===== src/rtl/wdt_pkg.sv =====
package wdt_pkg;

    // Enable policy encodings of the configuration field
    typedef enum logic [1:0] {
        WD_OFF    = 2'b00,
        WD_SWCTL  = 2'b01,
        WD_AWAKE  = 2'b10,
        WD_ALWAYS = 2'b11
    } wd_policy_e;

    // Inputs that the policy decision looks at
    typedef struct packed {
        wd_policy_e policy;
        logic       sleeping;
        logic       sw_on;
    } wd_gate_in_t;

    // Per-cycle counter event
    typedef struct packed {
        logic active;
        logic wrap;
    } wd_event_t;

    function automatic logic policy_active(input wd_gate_in_t g);
        logic a;
        case (g.policy)
            WD_OFF:    a = 1'b0;
            WD_SWCTL:  a = g.sw_on;
            WD_AWAKE:  a = ~g.sleeping;
            WD_ALWAYS: a = 1'b1;
            default:   a = 1'b0;
        endcase
        return a;
    endfunction

endpackage


===== src/rtl/wdt_gate.sv =====
module wdt_gate
    import wdt_pkg::*;
(
    input  wd_gate_in_t gate_in,
    output logic        active
);

    always_comb begin
        active = policy_active(gate_in);
    end

endmodule


===== src/rtl/wdt_count.sv =====
module wdt_count
    import wdt_pkg::*;
#(
    parameter int WIDTH = 8
) (
    input  logic      clk,
    input  logic      rst,
    input  logic      active,
    input  logic      tick,
    input  logic      clr,
    output wd_event_t evt
);

    localparam logic [WIDTH-1:0] CNT_MAX  = {WIDTH{1'b1}};
    localparam logic [WIDTH-1:0] CNT_ZERO = '0;

    logic [WIDTH-1:0] cnt_q;
    logic [WIDTH-1:0] cnt_d;

    always_comb begin
        cnt_d      = cnt_q;
        evt.active = active;
        evt.wrap   = 1'b0;
        if (!active) begin
            cnt_d = CNT_ZERO;
        end else if (clr) begin
            cnt_d = CNT_ZERO;
        end else if (tick) begin
            cnt_d    = cnt_q + 1'b1;
            evt.wrap = (cnt_q == CNT_MAX);
        end
    end

    always_ff @(posedge clk) begin
        if (rst) begin
            cnt_q <= CNT_ZERO;
        end else begin
            cnt_q <= cnt_d;
        end
    end


    inactive_zero_chk: assert property (@(posedge clk) disable iff (rst)
        !active |=> (cnt_q == CNT_ZERO));


    tick_advance_chk: assert property (@(posedge clk) disable iff (rst)
        (active && tick && !clr) |=> (cnt_q == WIDTH'($past(cnt_q) + 1'b1)));


    idle_hold_chk: assert property (@(posedge clk) disable iff (rst)
        (active && !tick && !clr) |=> $stable(cnt_q));


    clear_zero_chk: assert property (@(posedge clk) disable iff (rst)
        clr |=> (cnt_q == CNT_ZERO));

endmodule


===== src/rtl/wdt_report.sv =====
module wdt_report
    import wdt_pkg::*;
(
    input  logic      clk,
    input  logic      rst,
    input  wd_event_t evt,
    input  logic      ack,
    output logic      req,
    output logic      flag
);

    always_ff @(posedge clk) begin
        if (rst) begin
            req  <= 1'b0;
            flag <= 1'b0;
        end else begin
            req <= evt.wrap;
            if (evt.wrap) begin
                flag <= 1'b1;
            end else if (ack) begin
                flag <= 1'b0;
            end
        end
    end


    single_pulse_chk: assert property (@(posedge clk) disable iff (rst)
        req |=> !req);


    flag_sticky_chk: assert property (@(posedge clk) disable iff (rst)
        (flag && !ack) |=> flag);


    set_over_ack_chk: assert property (@(posedge clk) disable iff (rst)
        req |-> flag);

endmodule


===== src/rtl/wdt_core.sv =====
module wdt_core
    import wdt_pkg::*;
#(
    parameter int WIDTH = 8
) (
    input  logic       clk,
    input  logic       rst,
    input  logic [1:0] cfg_mode,
    input  logic       tick_en,
    input  logic       clr_strobe,
    input  logic       core_sleep,
    input  logic       sw_enable,
    input  logic       status_clr,
    output logic       rst_req,
    output logic       timeout_flag
);

    wd_gate_in_t gate_in;
    logic        wd_active;
    wd_event_t   wd_evt;

    always_comb begin
        gate_in.policy   = wd_policy_e'(cfg_mode);
        gate_in.sleeping = core_sleep;
        gate_in.sw_on    = sw_enable;
    end

    wdt_gate u_gate (
        .gate_in (gate_in),
        .active  (wd_active)
    );

    wdt_count #(.WIDTH(WIDTH)) u_count (
        .clk    (clk),
        .rst    (rst),
        .active (wd_active),
        .tick   (tick_en),
        .clr    (clr_strobe),
        .evt    (wd_evt)
    );

    wdt_report u_report (
        .clk  (clk),
        .rst  (rst),
        .evt  (wd_evt),
        .ack  (status_clr),
        .req  (rst_req),
        .flag (timeout_flag)
    );


    off_mode_quiet_chk: assert property (@(posedge clk) disable iff (rst)
        (cfg_mode == 2'b00) |=> !rst_req);


    clear_wins_chk: assert property (@(posedge clk) disable iff (rst)
        clr_strobe |=> !rst_req);


    asleep_quiet_chk: assert property (@(posedge clk) disable iff (rst)
        (cfg_mode == 2'b10 && core_sleep) |=> !rst_req);


    sw_off_quiet_chk: assert property (@(posedge clk) disable iff (rst)
        (cfg_mode == 2'b01 && !sw_enable) |=> !rst_req);

endmodule


===== config.mk =====
export PLATFORM = sky130hd
export DESIGN_NAME = wdt_core
export DESIGN_NICKNAME = d
export VERILOG_FILES = /design/src/rtl/wdt_pkg.sv /design/src/rtl/wdt_gate.sv /design/src/rtl/wdt_count.sv /design/src/rtl/wdt_report.sv /design/src/rtl/wdt_core.sv
export SDC_FILE = /design/constraint.sdc
export NUM_CORES = 1
export LEC_CHECK = 0
export BUFFER_PORTS_ARGS = -buffer_cell sky130_fd_sc_hd__buf_2
export CELL_PAD_IN_SITES_DETAIL_PLACEMENT = 0
export CELL_PAD_IN_SITES_GLOBAL_PLACEMENT = 2
export CORE_MARGIN = 2
export CORE_UTILIZATION = 25
export DETAILED_ROUTE_END_ITERATION = 7
export PLACE_DENSITY = 0.65
export SYNTH_ARGS = -nofsm -noshare
export SYNTH_HDL_FRONTEND = slang
export SYNTH_SLANG_ARGS = --single-unit

===== constraint.sdc =====
create_clock -name clk -period 1.09 [get_ports clk]
set_input_delay 0.1635 -clock clk [delete_from_list [all_inputs] [get_ports clk]]
set_output_delay 0.1635 -clock clk [all_outputs]
set_load 0.03 [all_outputs]

# Word level (Yosys, flattened, before mapping)
# Index checks and enable logic that the tools add are counted.
# op_classes
n_addsub,1
eq_ne,4
muxes,6
bitwise_logic,2
reduce_logical,3
# ops
operator,count
adder 8 x 1 -> 8 bit (second input constant),1
== test 8 bit (second input constant),1
2-to-1 mux 1 bit,5
== test 2 bit (second input constant),2
case mux 1 bit (4 select lines),1
OR reduction 3 bit,1
== test 2 x 1 -> 1 bit (second input constant),1
logical NOT 2 bit,1
NOT 1 bit,2
nonzero test 2 bit,1
# word_totals
register_bits,10
in_bits,9
out_inout_bits,2
elab_cells,19

# Depth between registers and ports, before layout
# logic_depth
word_depth,5
mapped_depth,5
ltp_nobuf,4

# Hierarchy
# Synthesis repeated with hierarchy kept, for this count alone.
# unflattened
hier_cells,50
area_unflattened_um2,447.9
# modules_own_cells
module,n_inst,cells_each,area_per_inst_um2,seq_area_each_um2
wdt_count,1,41,367.9,160.2
wdt_report,1,6,62.6,40.0
wdt_gate,1,3,17.5,0.0

# Worst setup path after synthesis
# Ideal clock, no wire load.
# synth_timing
path_type,in2reg
startpoint,input port cfg_mode[0]
endpoint,register u_report.flag
setup_ns,0.083
arrival_ns,0.954
required_time_ns,1.007
slack_ns,0.053
stages,5
n_path_buf,1
path_cell_list,nand2b_1 > a22oi_1 > or3_1 > buf_6 > o31ai_4
# synth_via
elab_chain_cells,4
elab_cells_between_ends,8
cone_classes,eq/ne: 3; mux: 3; reduce/logical: 2
# synth_lines
element,line,text
"start, declared",wdt_core.sv:8,"input logic [1:0] cfg_mode,"
== test 2 bit (tied with other cells),wdt_pkg.sv:26,case (g.policy)
case mux 1 bit (4 select lines) (*),wdt_pkg.sv:26,
2-to-1 mux 1 bit (*),wdt_count.sv:24,if (!active) begin
2-to-1 mux 1 bit / nonzero test 2 bit (equally long branches),-,
"end signal, assigned",wdt_report.sv:15,flag <= 1'b0;
"end signal, assigned",wdt_report.sv:19,flag <= 1'b1;
"end signal, assigned",wdt_report.sv:21,flag <= 1'b0;
"end, declared",wdt_report.sv:9,output logic flag
# Mark *: on every way between the ends. The rest lies on a longest branch, timed or not.
# A chain may end at the register's enable or synchronous reset.

# Worst setup path in the final report
# layout_timing
startpoint,register u_count.cnt_q[4]
endpoint,register u_report.flag
# layout_via
elab_chain_cells,5
elab_cells_between_ends,6
cone_classes,eq/ne: 1; mux: 4; reduce/logical: 1
# layout_lines
element,line,text
"start, declared",wdt_count.sv:17,logic [WIDTH-1:0] cnt_q;
"start signal, assigned",wdt_count.sv:38,cnt_q <= cnt_d;
== test 8 bit (*),wdt_count.sv:30,evt.wrap = (cnt_q == CNT_MAX);
2-to-1 mux 1 bit (*),wdt_count.sv:28,end else if (tick) begin
2-to-1 mux 1 bit (*),wdt_count.sv:26,end else if (clr) begin
2-to-1 mux 1 bit (*),wdt_count.sv:24,
2-to-1 mux 1 bit / nonzero test 2 bit (equally long branches),-,
# Marked as above.

==> results_dict.tcl <==
set metrics [dict create \
    outcome "finished clean" \
    syn-cell-area_sq_um 432.9 \
    ys_seq_elements 10 \
    finalHoldViolations 0 \
    design.die.area_sq_mm 0.002081 \
    syn2layout_area_growth_pct 32.08 \
    synth-edff-count 0 \
    clock_sinks 10 \
    slew_viol_final 0 \
    postPlaceCellArea_sq_um 530.5 \
    syn_avg_cell_area_sq_um 9.620 \
    layout-drive-gt1-share_pct 34.92 \
    final_min_period_over_clock_period_pct 96.11 \
    wl_per_cell_microns 9.825 \
    postSynthNetCount 55 \
    clk_pin_slew_ns 0.07 \
    rr_startpoint "u_count.cnt_q[4]" \
    cts.repair_timing.setup_buffer_count 0 \
    min-delay-path-class "in2reg" \
    cts_tree "done" \
    worst_ep_required_time_ns 1.28 \
    synth.area.top_cells "sky130_fd_sc_hd__dfxtp_1 46%, sky130_fd_sc_hd__xor2_1 12%, sky130_fd_sc_hd__nor2_1 7.8%, sky130_fd_sc_hd__o31ai_4 4.9%, sky130_fd_sc_hd__nand3_1 3.5%" \
    multi_input_comb_area_sq_um 226.5 \
    setup.worst_path.end_class "register" \
    timing.critical_path.arrival_ns 1.24 \
    antenna_found_initial 0 \
    cts_inserted_buffers 3 \
    cts-htree-levels 1 \
    synth_cells 45 \
    grt_util_all_layers_pct 10.02 \
    synth.cells.most_frequent "10 x sky130_fd_sc_hd__dfxtp_1, 9 x sky130_fd_sc_hd__nor2_1, 6 x sky130_fd_sc_hd__xor2_1" \
    floorplan.core_area_sq_mm 0.001670 \
    setup_viol_count_final 0 \
    achievable_frequency_mhz 954.6 \
    timing_worst_setup_path_type "reg2reg" \
    crit_path_start_kind "register" \
    initial_core_util_pct 25.92 \
    num-nets-final 74 \
    ir_drop_mv 0.5893 \
    first_global_vias 355 \
    clock-root-buffer "sky130_fd_sc_hd__clkbuf_4" \
    yosysSeqAreaShare_pct 46.24 \
    min_period_ns 1.048 \
    power_frac_seq_pct 49.1 \
    route.vias.total 360 \
    post-route-cell-area_sq_um 571.8 \
    tightestPinTransition_ns 0.2095 \
    clk_path_buf_depth 2 \
    wire_length_on_met3_microns 57 \
    synthDominantAreaCellType "sky130_fd_sc_hd__dfxtp_1" \
    detailedRoute.firstPassIterationCount 4 \
    power_switching_w 0.0001549 \
    worst_clock_skew_ns 0.002202 \
    synth_top_area_share_pct 46.24 \
    detail-route-antenna-nets 0 \
    startpoint "u_count.cnt_q[4]" \
    final_weighted_congestion_in_routability_driven_placement 0.7341 \
    drv_cap 0 \
    portBuffers 10 \
    yosys.cell_types.count 17 \
    most_frequent_cell_after_synthesis "sky130_fd_sc_hd__dfxtp_1" \
    route.detailed.drc 0 \
    ys.flop_type "sky130_fd_sc_hd__dfxtp_1" \
    placement_rows 15 \
    drt-met1-wl_microns 375 \
    setup_tns_final_ns 0 \
    maxSlewHeadroom_pct 86.03 \
    post_drt_via_cell_ratio 4.500 \
    met2RoutedLength_microns 353 \
    fill_cells 180 \
    p_int_w 0.0005936 \
    vertical_extent_of_the_die_microns 45.62 \
    grt_pass1_wl_microns 1421 \
    sequential_cell_area_sq_um 200.2 \
    whs_ns 0.2045 \
    p_sw_share_pct 20.69 \
    share_of_synthesized_flip_flops_with_an_asynchronous_set_or_reset_pct 0 \
    ys_warn_count 0 \
    power.density_mw_per_mm2 1309 \
    top_layer_used "met3" \
    grt_start_max_net_pins 7 \
    worstSkewPairLatency_ns 0.27 \
    grt-ovfl-total 0 \
    hold_path.startpoint "status_clr" \
    grt_setup_unrepaired "true" \
    drt_iter0_markers 2 \
    postRouteWirelength_microns 786 \
    detailed_place_hpwl_microns 596.4 \
    ios 11 \
    p_clk_share_pct 45.2 \
    pwr-share-comb_pct 5.6 \
    leakage_power_nw 0.2316 \
    critPathMaxFanout 4 \
    chip_width_microns 45.62 \
    insertedDiodeCount 0 \
]
cells in the final DEF (no fill, tap or decap):
cell type	instances
sky130_fd_sc_hd__buf_2	10
sky130_fd_sc_hd__buf_4	5
sky130_fd_sc_hd__nand3_1	3
sky130_fd_sc_hd__or3_1	1
sky130_fd_sc_hd__xnor2_1	1
sky130_fd_sc_hd__ha_2	1
sky130_fd_sc_hd__nand4_1	2
sky130_fd_sc_hd__nand2_1	4
sky130_fd_sc_hd__and2_1	1
sky130_fd_sc_hd__dfxtp_1	10
sky130_fd_sc_hd__nand2b_1	1
sky130_fd_sc_hd__xor2_1	6
sky130_fd_sc_hd__clkbuf_8	1
sky130_fd_sc_hd__nor3_1	1
sky130_fd_sc_hd__nor2_1	9
sky130_fd_sc_hd__mux2i_1	1
sky130_fd_sc_hd__and4_4	1
sky130_fd_sc_hd__a22oi_1	1
sky130_fd_sc_hd__o31ai_4	1
sky130_fd_sc_hd__clkbuf_4	3
per-stage QoR:
stage / util (%) / setup slack (ns) / cells / total power (W)
floorplan: - / 0.05279 / 45 / 0.0003945
global placement: 31.76 / -0.09192 / 76 / 0.0004188
detailed placement: 31.76 / -0.07405 / 76 / 0.0004186
CTS: 33.93 / 0.01980 / 80 / 0.0007610
global route: 34.23 / -0.007032 / 80 / 0.0007880
finish: 34.23 / 0.04241 / 80 / 0.0007485
logic make-up (layout without fill, tap and decap cells):
family                   count (synthesis)  after routing  synth area share (%)
flip-flops                              10             10                 46.24
buffers and inverters                    1             19                 2.601
adder cells (fa/ha/maj)                  1              1                 2.890
AND/OR/NAND/NOR                         23             23                 25.14
XOR/XNOR                                 7              7                 14.16
multiplexers                             1              1                 2.312
AO/OA/AOI/OAI                            2              2                 6.648
power by group through the flow:
stage	Sequential, W	Clock, W	Combinational (W)
2_1_floorplan	0.000376	0	0.0000183
4_1_cts	0.000368	0.000351	0.0000426
6_report	0.000368	0.000338	0.0000422
5_1_grt	0.000368	0.000372	0.0000479
3_5_place_dp	0.000376	0	0.0000423
3_3_place_gp	0.000376	0	0.0000425
state kept, by name (all words and copies together) (netlist names):
| register | count |
|---|---|
| u_count.cnt_q | 8 |
| u_report.flag | 1 |
| u_report.req | 1 |
worst paths after layout:
kind | endpoint | slack [ns] | depth (start not counted)
setup / recovery | u_report.flag | 0.04 | 3
hold / removal | u_report.flag | 0.20 | 4
setup reg to reg | u_report.flag | 0.04 | 3
hold reg to reg | u_report.flag | 0.48 | 2
metal layers:
layer | vias up | global-route usage, %
met1 | 162 | 11.33
met4 | 0 | 3.529
met5 | - | 0
met2 | 11 | 15.49
met3 | 0 | 5.952
li1 | 187 | -
area by class of cell:
class / instances / area share [%]
repair buffers: 15 / 15.32
flip-flops and latches: 10 / 35.01
multi-input cells: 34 / 39.61
clock buffers: 4 / 6.346
well taps: 17 / 3.720
timing repair:
item | in CTS | in global routing
setup endpoints to repair | 0 | 4
resized for setup | 0 | 2
hold buffers | 0 | 0
worst max-delay path: stages (launching register included):
cell	delay, ns
sky130_fd_sc_hd__dfxtp_1	0.36
sky130_fd_sc_hd__and4_4	0.25
sky130_fd_sc_hd__nand3_1	0.14
sky130_fd_sc_hd__o31ai_4	0.22
Power figures use the tool's default switching activity.
